## config.mk

```make
export PLATFORM = sky130hd
export DESIGN_NAME = adc_req_arbiter
export DESIGN_NICKNAME = d
export VERILOG_FILES = /design/src/rtl/adc_arb_pkg.sv /design/src/rtl/adc_arb_scan.sv /design/src/rtl/adc_req_arbiter.sv
export SDC_FILE = /design/constraint.sdc
export NUM_CORES = 1
export LEC_CHECK = 0
export ABC_AREA = 1
export CAP_MARGIN = 20
export CELL_PAD_IN_SITES_DETAIL_PLACEMENT = 2
export CELL_PAD_IN_SITES_GLOBAL_PLACEMENT = 2
export CORE_MARGIN = 2
export CORE_UTILIZATION = 30
export DETAILED_ROUTE_END_ITERATION = 8
export DONT_BUFFER_PORTS = 1
export PLACE_DENSITY_LB_ADDON = 0.1
export SKIP_CTS_REPAIR_TIMING = 1
export SLEW_MARGIN = 25
export SYNTH_ARGS = -nofsm -noshare
export SYNTH_HDL_FRONTEND = slang
export SYNTH_SLANG_ARGS = --single-unit
```

## constraint.sdc

```tcl
create_clock -name clk -period 1.2 [get_ports clk]
set_input_delay 0.06 -clock clk [delete_from_list [all_inputs] [get_ports clk]]
set_output_delay 0.06 -clock clk [all_outputs]
set_load 0.005 [all_outputs]
```

## src/rtl/adc_arb_pkg.sv

```systemverilog
package adc_arb_pkg;
    // Which kind of conversion currently occupies the engine
    typedef enum logic [1:0] {
        ACT_IDLE = 2'd0,
        ACT_NORM = 2'd1,
        ACT_INJ  = 2'd2,
        ACT_TRIG = 2'd3
    } act_e;
endpackage

```

## src/rtl/adc_arb_scan.sv

```systemverilog
// Scan cursor: holds a channel mask and points at the channel to convert.
// The pointer advances only on a completed conversion, so a pre-empted
// channel is re-issued later.
module adc_arb_scan #(
    parameter int NCH = 8,
    parameter int CHW = 3
) (
    input  logic           clk,
    input  logic           rst_n,
    input  logic           req_i,
    input  logic           en_i,
    input  logic [NCH-1:0] mask_i,
    input  logic           adv_i,
    output logic           busy_o,
    output logic [CHW-1:0] ch_o,
    output logic           done_o
);
    typedef struct packed {
        logic           busy;
        logic [NCH-1:0] mask;
        logic [CHW-1:0] ptr;
        logic           done;
    } scan_st_t;

    scan_st_t s_d, s_q;
    logic           nxt_found_d;
    logic [CHW-1:0] nxt_idx_d;
    logic [CHW-1:0] fst_idx_d;

    // Lowest enabled channel above the current pointer
    always_comb begin
        nxt_found_d = 1'b0;
        nxt_idx_d   = '0;
        for (int i = NCH - 1; i >= 0; i--) begin
            if (s_q.mask[i] && (i > int'(s_q.ptr))) begin
                nxt_found_d = 1'b1;
                nxt_idx_d   = CHW'(i);
            end
        end
    end

    // Lowest enabled channel of a fresh request
    always_comb begin
        fst_idx_d = '0;
        for (int i = NCH - 1; i >= 0; i--) begin
            if (mask_i[i]) fst_idx_d = CHW'(i);
        end
    end

    always_comb begin
        s_d      = s_q;
        s_d.done = 1'b0;
        if (adv_i && s_q.busy) begin
            if (nxt_found_d) begin
                s_d.ptr = nxt_idx_d;
            end else begin
                s_d.busy = 1'b0;
                s_d.done = 1'b1;
            end
        end else if (req_i && en_i && !s_q.busy && (|mask_i)) begin
            s_d.busy = 1'b1;
            s_d.mask = mask_i;
            s_d.ptr  = fst_idx_d;
        end
    end

    always_ff @(posedge clk) begin
        if (!rst_n) s_q <= '0;
        else        s_q <= s_d;
    end

    assign busy_o = s_q.busy;
    assign ch_o   = s_q.ptr;
    assign done_o = s_q.done;

    AST_SCAN_ASCEND: assert property (@(posedge clk) disable iff (!rst_n)
        busy_o && $past(busy_o) && (ch_o != $past(ch_o)) |-> ch_o > $past(ch_o));
    AST_DONE_CLEARS: assert property (@(posedge clk) disable iff (!rst_n)
        done_o |-> !busy_o && $past(busy_o));
endmodule

```

## src/rtl/adc_req_arbiter.sv

```systemverilog
module adc_req_arbiter
    import adc_arb_pkg::*;
#(
    parameter int  NCH = 8,
    localparam int CHW = (NCH > 1) ? $clog2(NCH) : 1
) (
    input  logic           clk,
    input  logic           rst_n,
    input  logic           norm_req_i,
    input  logic [NCH-1:0] norm_mask_i,
    input  logic           inj_req_i,
    input  logic [NCH-1:0] inj_mask_i,
    input  logic           trig_i,
    input  logic [CHW-1:0] trig_ch_i,
    input  logic           eoc_i,
    output logic [CHW-1:0] conv_ch_o,
    output logic           conv_start_o,
    output logic           conv_abort_o,
    output logic           norm_busy_o,
    output logic           inj_busy_o,
    output logic           trig_busy_o,
    output logic           norm_chain_o,
    output logic           inj_chain_o
);
    typedef struct packed {
        act_e           act;
        logic           trig;
        logic [CHW-1:0] ch;
        logic           start;
        logic           abort;
    } arb_st_t;

    arb_st_t s_d, s_q;

    logic           norm_adv, inj_adv;
    logic [CHW-1:0] norm_ch, inj_ch;

    // A completed conversion moves the owning cursor on; an aborted one does not
    assign norm_adv = eoc_i && (s_q.act == ACT_NORM);
    assign inj_adv  = eoc_i && (s_q.act == ACT_INJ);

    adc_arb_scan #(.NCH(NCH), .CHW(CHW)) i_norm_scan (
        .clk    (clk),
        .rst_n  (rst_n),
        .req_i  (norm_req_i),
        .en_i   (1'b1),
        .mask_i (norm_mask_i),
        .adv_i  (norm_adv),
        .busy_o (norm_busy_o),
        .ch_o   (norm_ch),
        .done_o (norm_chain_o)
    );

    // Injected requests are refused while a triggered conversion runs
    adc_arb_scan #(.NCH(NCH), .CHW(CHW)) i_inj_scan (
        .clk    (clk),
        .rst_n  (rst_n),
        .req_i  (inj_req_i),
        .en_i   (!s_q.trig),
        .mask_i (inj_mask_i),
        .adv_i  (inj_adv),
        .busy_o (inj_busy_o),
        .ch_o   (inj_ch),
        .done_o (inj_chain_o)
    );

    always_comb begin
        s_d       = s_q;
        s_d.start = 1'b0;
        s_d.abort = 1'b0;
        if (eoc_i && (s_q.act != ACT_IDLE)) begin
            s_d.act  = ACT_IDLE;
            s_d.trig = 1'b0;
        end
        if (trig_i && !s_q.trig) begin
            s_d.trig  = 1'b1;
            s_d.act   = ACT_TRIG;
            s_d.ch    = trig_ch_i;
            s_d.start = 1'b1;
            s_d.abort = ((s_q.act == ACT_NORM) || (s_q.act == ACT_INJ)) && !eoc_i;
        end else if (s_q.act == ACT_IDLE) begin
            if (inj_busy_o) begin
                s_d.act   = ACT_INJ;
                s_d.ch    = inj_ch;
                s_d.start = 1'b1;
            end else if (norm_busy_o) begin
                s_d.act   = ACT_NORM;
                s_d.ch    = norm_ch;
                s_d.start = 1'b1;
            end
        end
    end

    always_ff @(posedge clk) begin
        if (!rst_n) s_q <= '{act: ACT_IDLE, default: '0};
        else        s_q <= s_d;
    end

    assign conv_ch_o    = s_q.ch;
    assign conv_start_o = s_q.start;
    assign conv_abort_o = s_q.abort;
    assign trig_busy_o  = s_q.trig;

    // Tracks an issued conversion awaiting its end strobe (checking only)
    logic pend_q;
    always_ff @(posedge clk) begin
        if (!rst_n)            pend_q <= 1'b0;
        else if (conv_start_o) pend_q <= 1'b1;
        else if (eoc_i)        pend_q <= 1'b0;
    end

    AST_ABORT_WITH_START: assert property (@(posedge clk) disable iff (!rst_n)
        conv_abort_o |-> conv_start_o && trig_busy_o);
    AST_TRIG_DROP: assert property (@(posedge clk) disable iff (!rst_n)
        trig_busy_o && !eoc_i |=> trig_busy_o && !conv_start_o);
    AST_TRIG_RISE: assert property (@(posedge clk) disable iff (!rst_n)
        $rose(trig_busy_o) |-> conv_start_o && (conv_ch_o == $past(trig_ch_i)));
    AST_INJ_DROP: assert property (@(posedge clk) disable iff (!rst_n)
        trig_busy_o && !inj_busy_o |=> !inj_busy_o);
    AST_ONE_OUTSTANDING: assert property (@(posedge clk) disable iff (!rst_n)
        conv_start_o && !conv_abort_o |-> !pend_q);
endmodule

```

==> metrics <==
status complete, but fails checks; failing checks negative hold slack, negative setup slack; Slew headroom 72.9%; sequential share of the synthesized area 36.8%; initial antenna violation count 0; Synth top area share 36.8%; min Tclk post-route 1390 ps; top cells by area, synth dfxtp_1 (37%), nand2_1 (14%), inv_1 (8.2%); YS warnings 0; worst path cell trace inv_4, nand3_4, nand2_4, buf_4, a31oi_4, nor2_2, nor2_1, a21oi_1; initial cell density of the core 31.4%; Hold Crit Class in -> reg; clock latency on the worst-skew pair 300 ps; worst clock skew 9.87 ps; Vias/cell 5.20; final worst-path setup slack -185 ps; post-route cell area 2650 µm²; area leader, netlist dfxtp_1; Critical Path RT 1370 ps; Avg Cell Area, Syn 6.54 µm²; Num CTS Buffers 5; number of distinct library cells after synthesis 25; # rows 27; Crit Path Max Fanout 5; Critical Path AT 1560 ps; 1st-iter DRT viols 61; peak per-stage delay on the critical path 450 ps; Setup-failing EPs final 17; final core occ 47.8%; I/O pins 35; layout cells sized above 1 43.7%; port bufs 0; vias in the first global route 2,040; grt total ovfl 0; first-pass GRT wire length 9780 µm; setup TNS -1460 ps; total global-route track usage 20.0%; cell type of the slowest stage on the worst timing path dfxtp_4; Post-Synthesis Cells 266; Non-Filler Instances 388; Final Hold Viols 20; hold_ws -132 ps; FF/Latch Area 669 µm²; Die Width 80.1 µm; TritonRoute pass-1 iters 4; CP Launch Type flop; CP bufs+invs 2; via count 2,017; P_leak 1.18 nW; Worst IR Drop VDD 601 µV; cell count after placement 369; CTS clock-pin slew for the worst setup and hold paths 70 ps; Mapped Area 1740 µm²; RSZ-0062 raised after global routing true; PD cells 1130 nW/µm²; area delta synth->final 52.2%; final WL 7790 µm; CTS Root Cell clkbuf_8; HPWL Detailed 4780 µm; pre-CTS WS -292 ps; Fmax 722 MHz; DRT antenna net count 0; Inserted Diodes 0; fill cell count 645; core area 5540 µm²; largest net degree at the start of global routing 22; Max Cap Viol 0; CTS sink cnt 32; Synthesized Nets 294; DRC viols 0; chip height 80.1 µm; Worst-Margin Slew 405 ps; fin crit share 115%; CTS max path bufs 2; wire per inst 20.1 µm; max-slew violations 0; Worst Hold Launch rst_n; H-Tree Depth 2; crit end category flop; Worst Path Class, Setup reg -> reg; Nets 344; Reg-to-Reg Start i_norm_scan.ch_o[2]$_SDFFE_PN0P_; die area 6420 µm²; CTS tree built; Final GP Congestion 0.804; Yosys reg bits 32; CP delay by family, top flip-flops; Multi-input gate area 1230 µm²; worst setup path start i_norm_scan.ch_o[2]$_SDFFE_PN0P_; Post-DP Area 2080 µm²
## power by group
group	switching, W	internal, W
clock network	0.000433	0.000395
registers	0.0000935	0.00114
logic	0.000513	0.000414
total	0.00104	0.00195
## metrics by stage
step | hold WS, ps | total power (W)
floorplan | 203 | 0.00161
global placement | 165 | 0.00186
detailed placement | 172 | 0.00189
CTS | -140 | 0.00273
global route | -122 | 0.00314
finish | -132 | 0.00299
## kinds of logic (layout without fill, tap and decap cells)
group	count (synthesis)	in the layout	synth area share (%)
AO/OA/AOI/OAI	62	62	20.5
adder cells (fa/ha/maj)	3	3	2.16
buffers and inverters	49	99	11.4
flip-flops	32	32	36.8
AND/OR/NAND/NOR	120	120	29.1
## cell usage in the layout, fill, tap and decap left out, types with 2 or more instances in the layout
cell type	netlist	layout
inv_1	38	24
nand2_4	0	10
o211ai_1	2	2
dfxtp_4	0	6
nor3_1	4	3
inv_4	0	5
nand3_4	0	5
a21oi_2	1	8
o21ai_2	1	2
inv_2	3	12
dfxtp_1	32	21
nand2_1	66	43
clkbuf_8	0	5
nand3_2	1	5
buf_4	3	42
a21oi_1	23	16
nor2_4	0	7
nand4_1	3	3
o21ai_1	7	10
a31oi_1	6	5
nor2_1	18	10
nor2_2	2	3
dfxtp_2	0	5
dlygate4sd3_1	0	6
ha_4	0	2
nand2_2	0	13
nand3_1	26	17
o21ai_0	17	13
o21a_1	2	2
## state kept, by name (all words and copies together) (netlist names), 2 cells and up
name and cells:
s_q 2, i_inj_scan.ch_o 3, i_norm_scan.s_q 7, i_inj_scan.s_q 7, conv_ch_o 3, i_norm_scan.ch_o 3
## path summary, 6_finish.rpt
check | slack [ps] | cells past startpoint | endpoint
max | -190 | 8 | i_norm_scan.ch_o[1]$_SDFFE_PN0P_
max reg2reg | -190 | 8 | i_norm_scan.ch_o[1]$_SDFFE_PN0P_
min | -130 | 2 | conv_start_o$_SDFF_PN0_
min reg2reg | 540 | 2 | i_inj_scan.busy_o$_SDFFE_PN0P_
## final cells by class
cell class              count  area share, %
repair inverters            1          0.284
clock buffers               6           2.74
inverters                  41           6.29
well taps                  72           3.40
repair buffers             50           15.4
multi-input cells         185           46.4
clock inverters             1          0.189
flip-flops and latches     32           25.3
## Yosys cell counts
cell and number:
buf_2 2, o21ai_2 1, o21ai_0 17, inv_1 38, a31oi_1 6, nand2_1 66
buf_4 3, a21oi_1 23, ha_1 3, a21oi_2 1, dfxtp_1 32, o211ai_1 2
o22ai_1 1, nand4_1 3, o21ai_1 7, nand3_2 1, o21a_1 2, o21bai_2 1
clkbuf_1 3, a21boi_4 1, nor2_2 2, inv_2 3, nor2_1 18, nor3_1 4
nand3_1 26
## per-layer routing
metal / GRT usage (%) / vias to the layer above / routed length, µm
li1: - / 966 / -
met1: 23.3 / 985 / 3010
met2: 36.2 / 49 / 4290
met3: 4.16 / 17 / 294
met4: 6.61 / 0 / 188
met5: 0 / - / 0
Power figures use the tool's default switching activity.
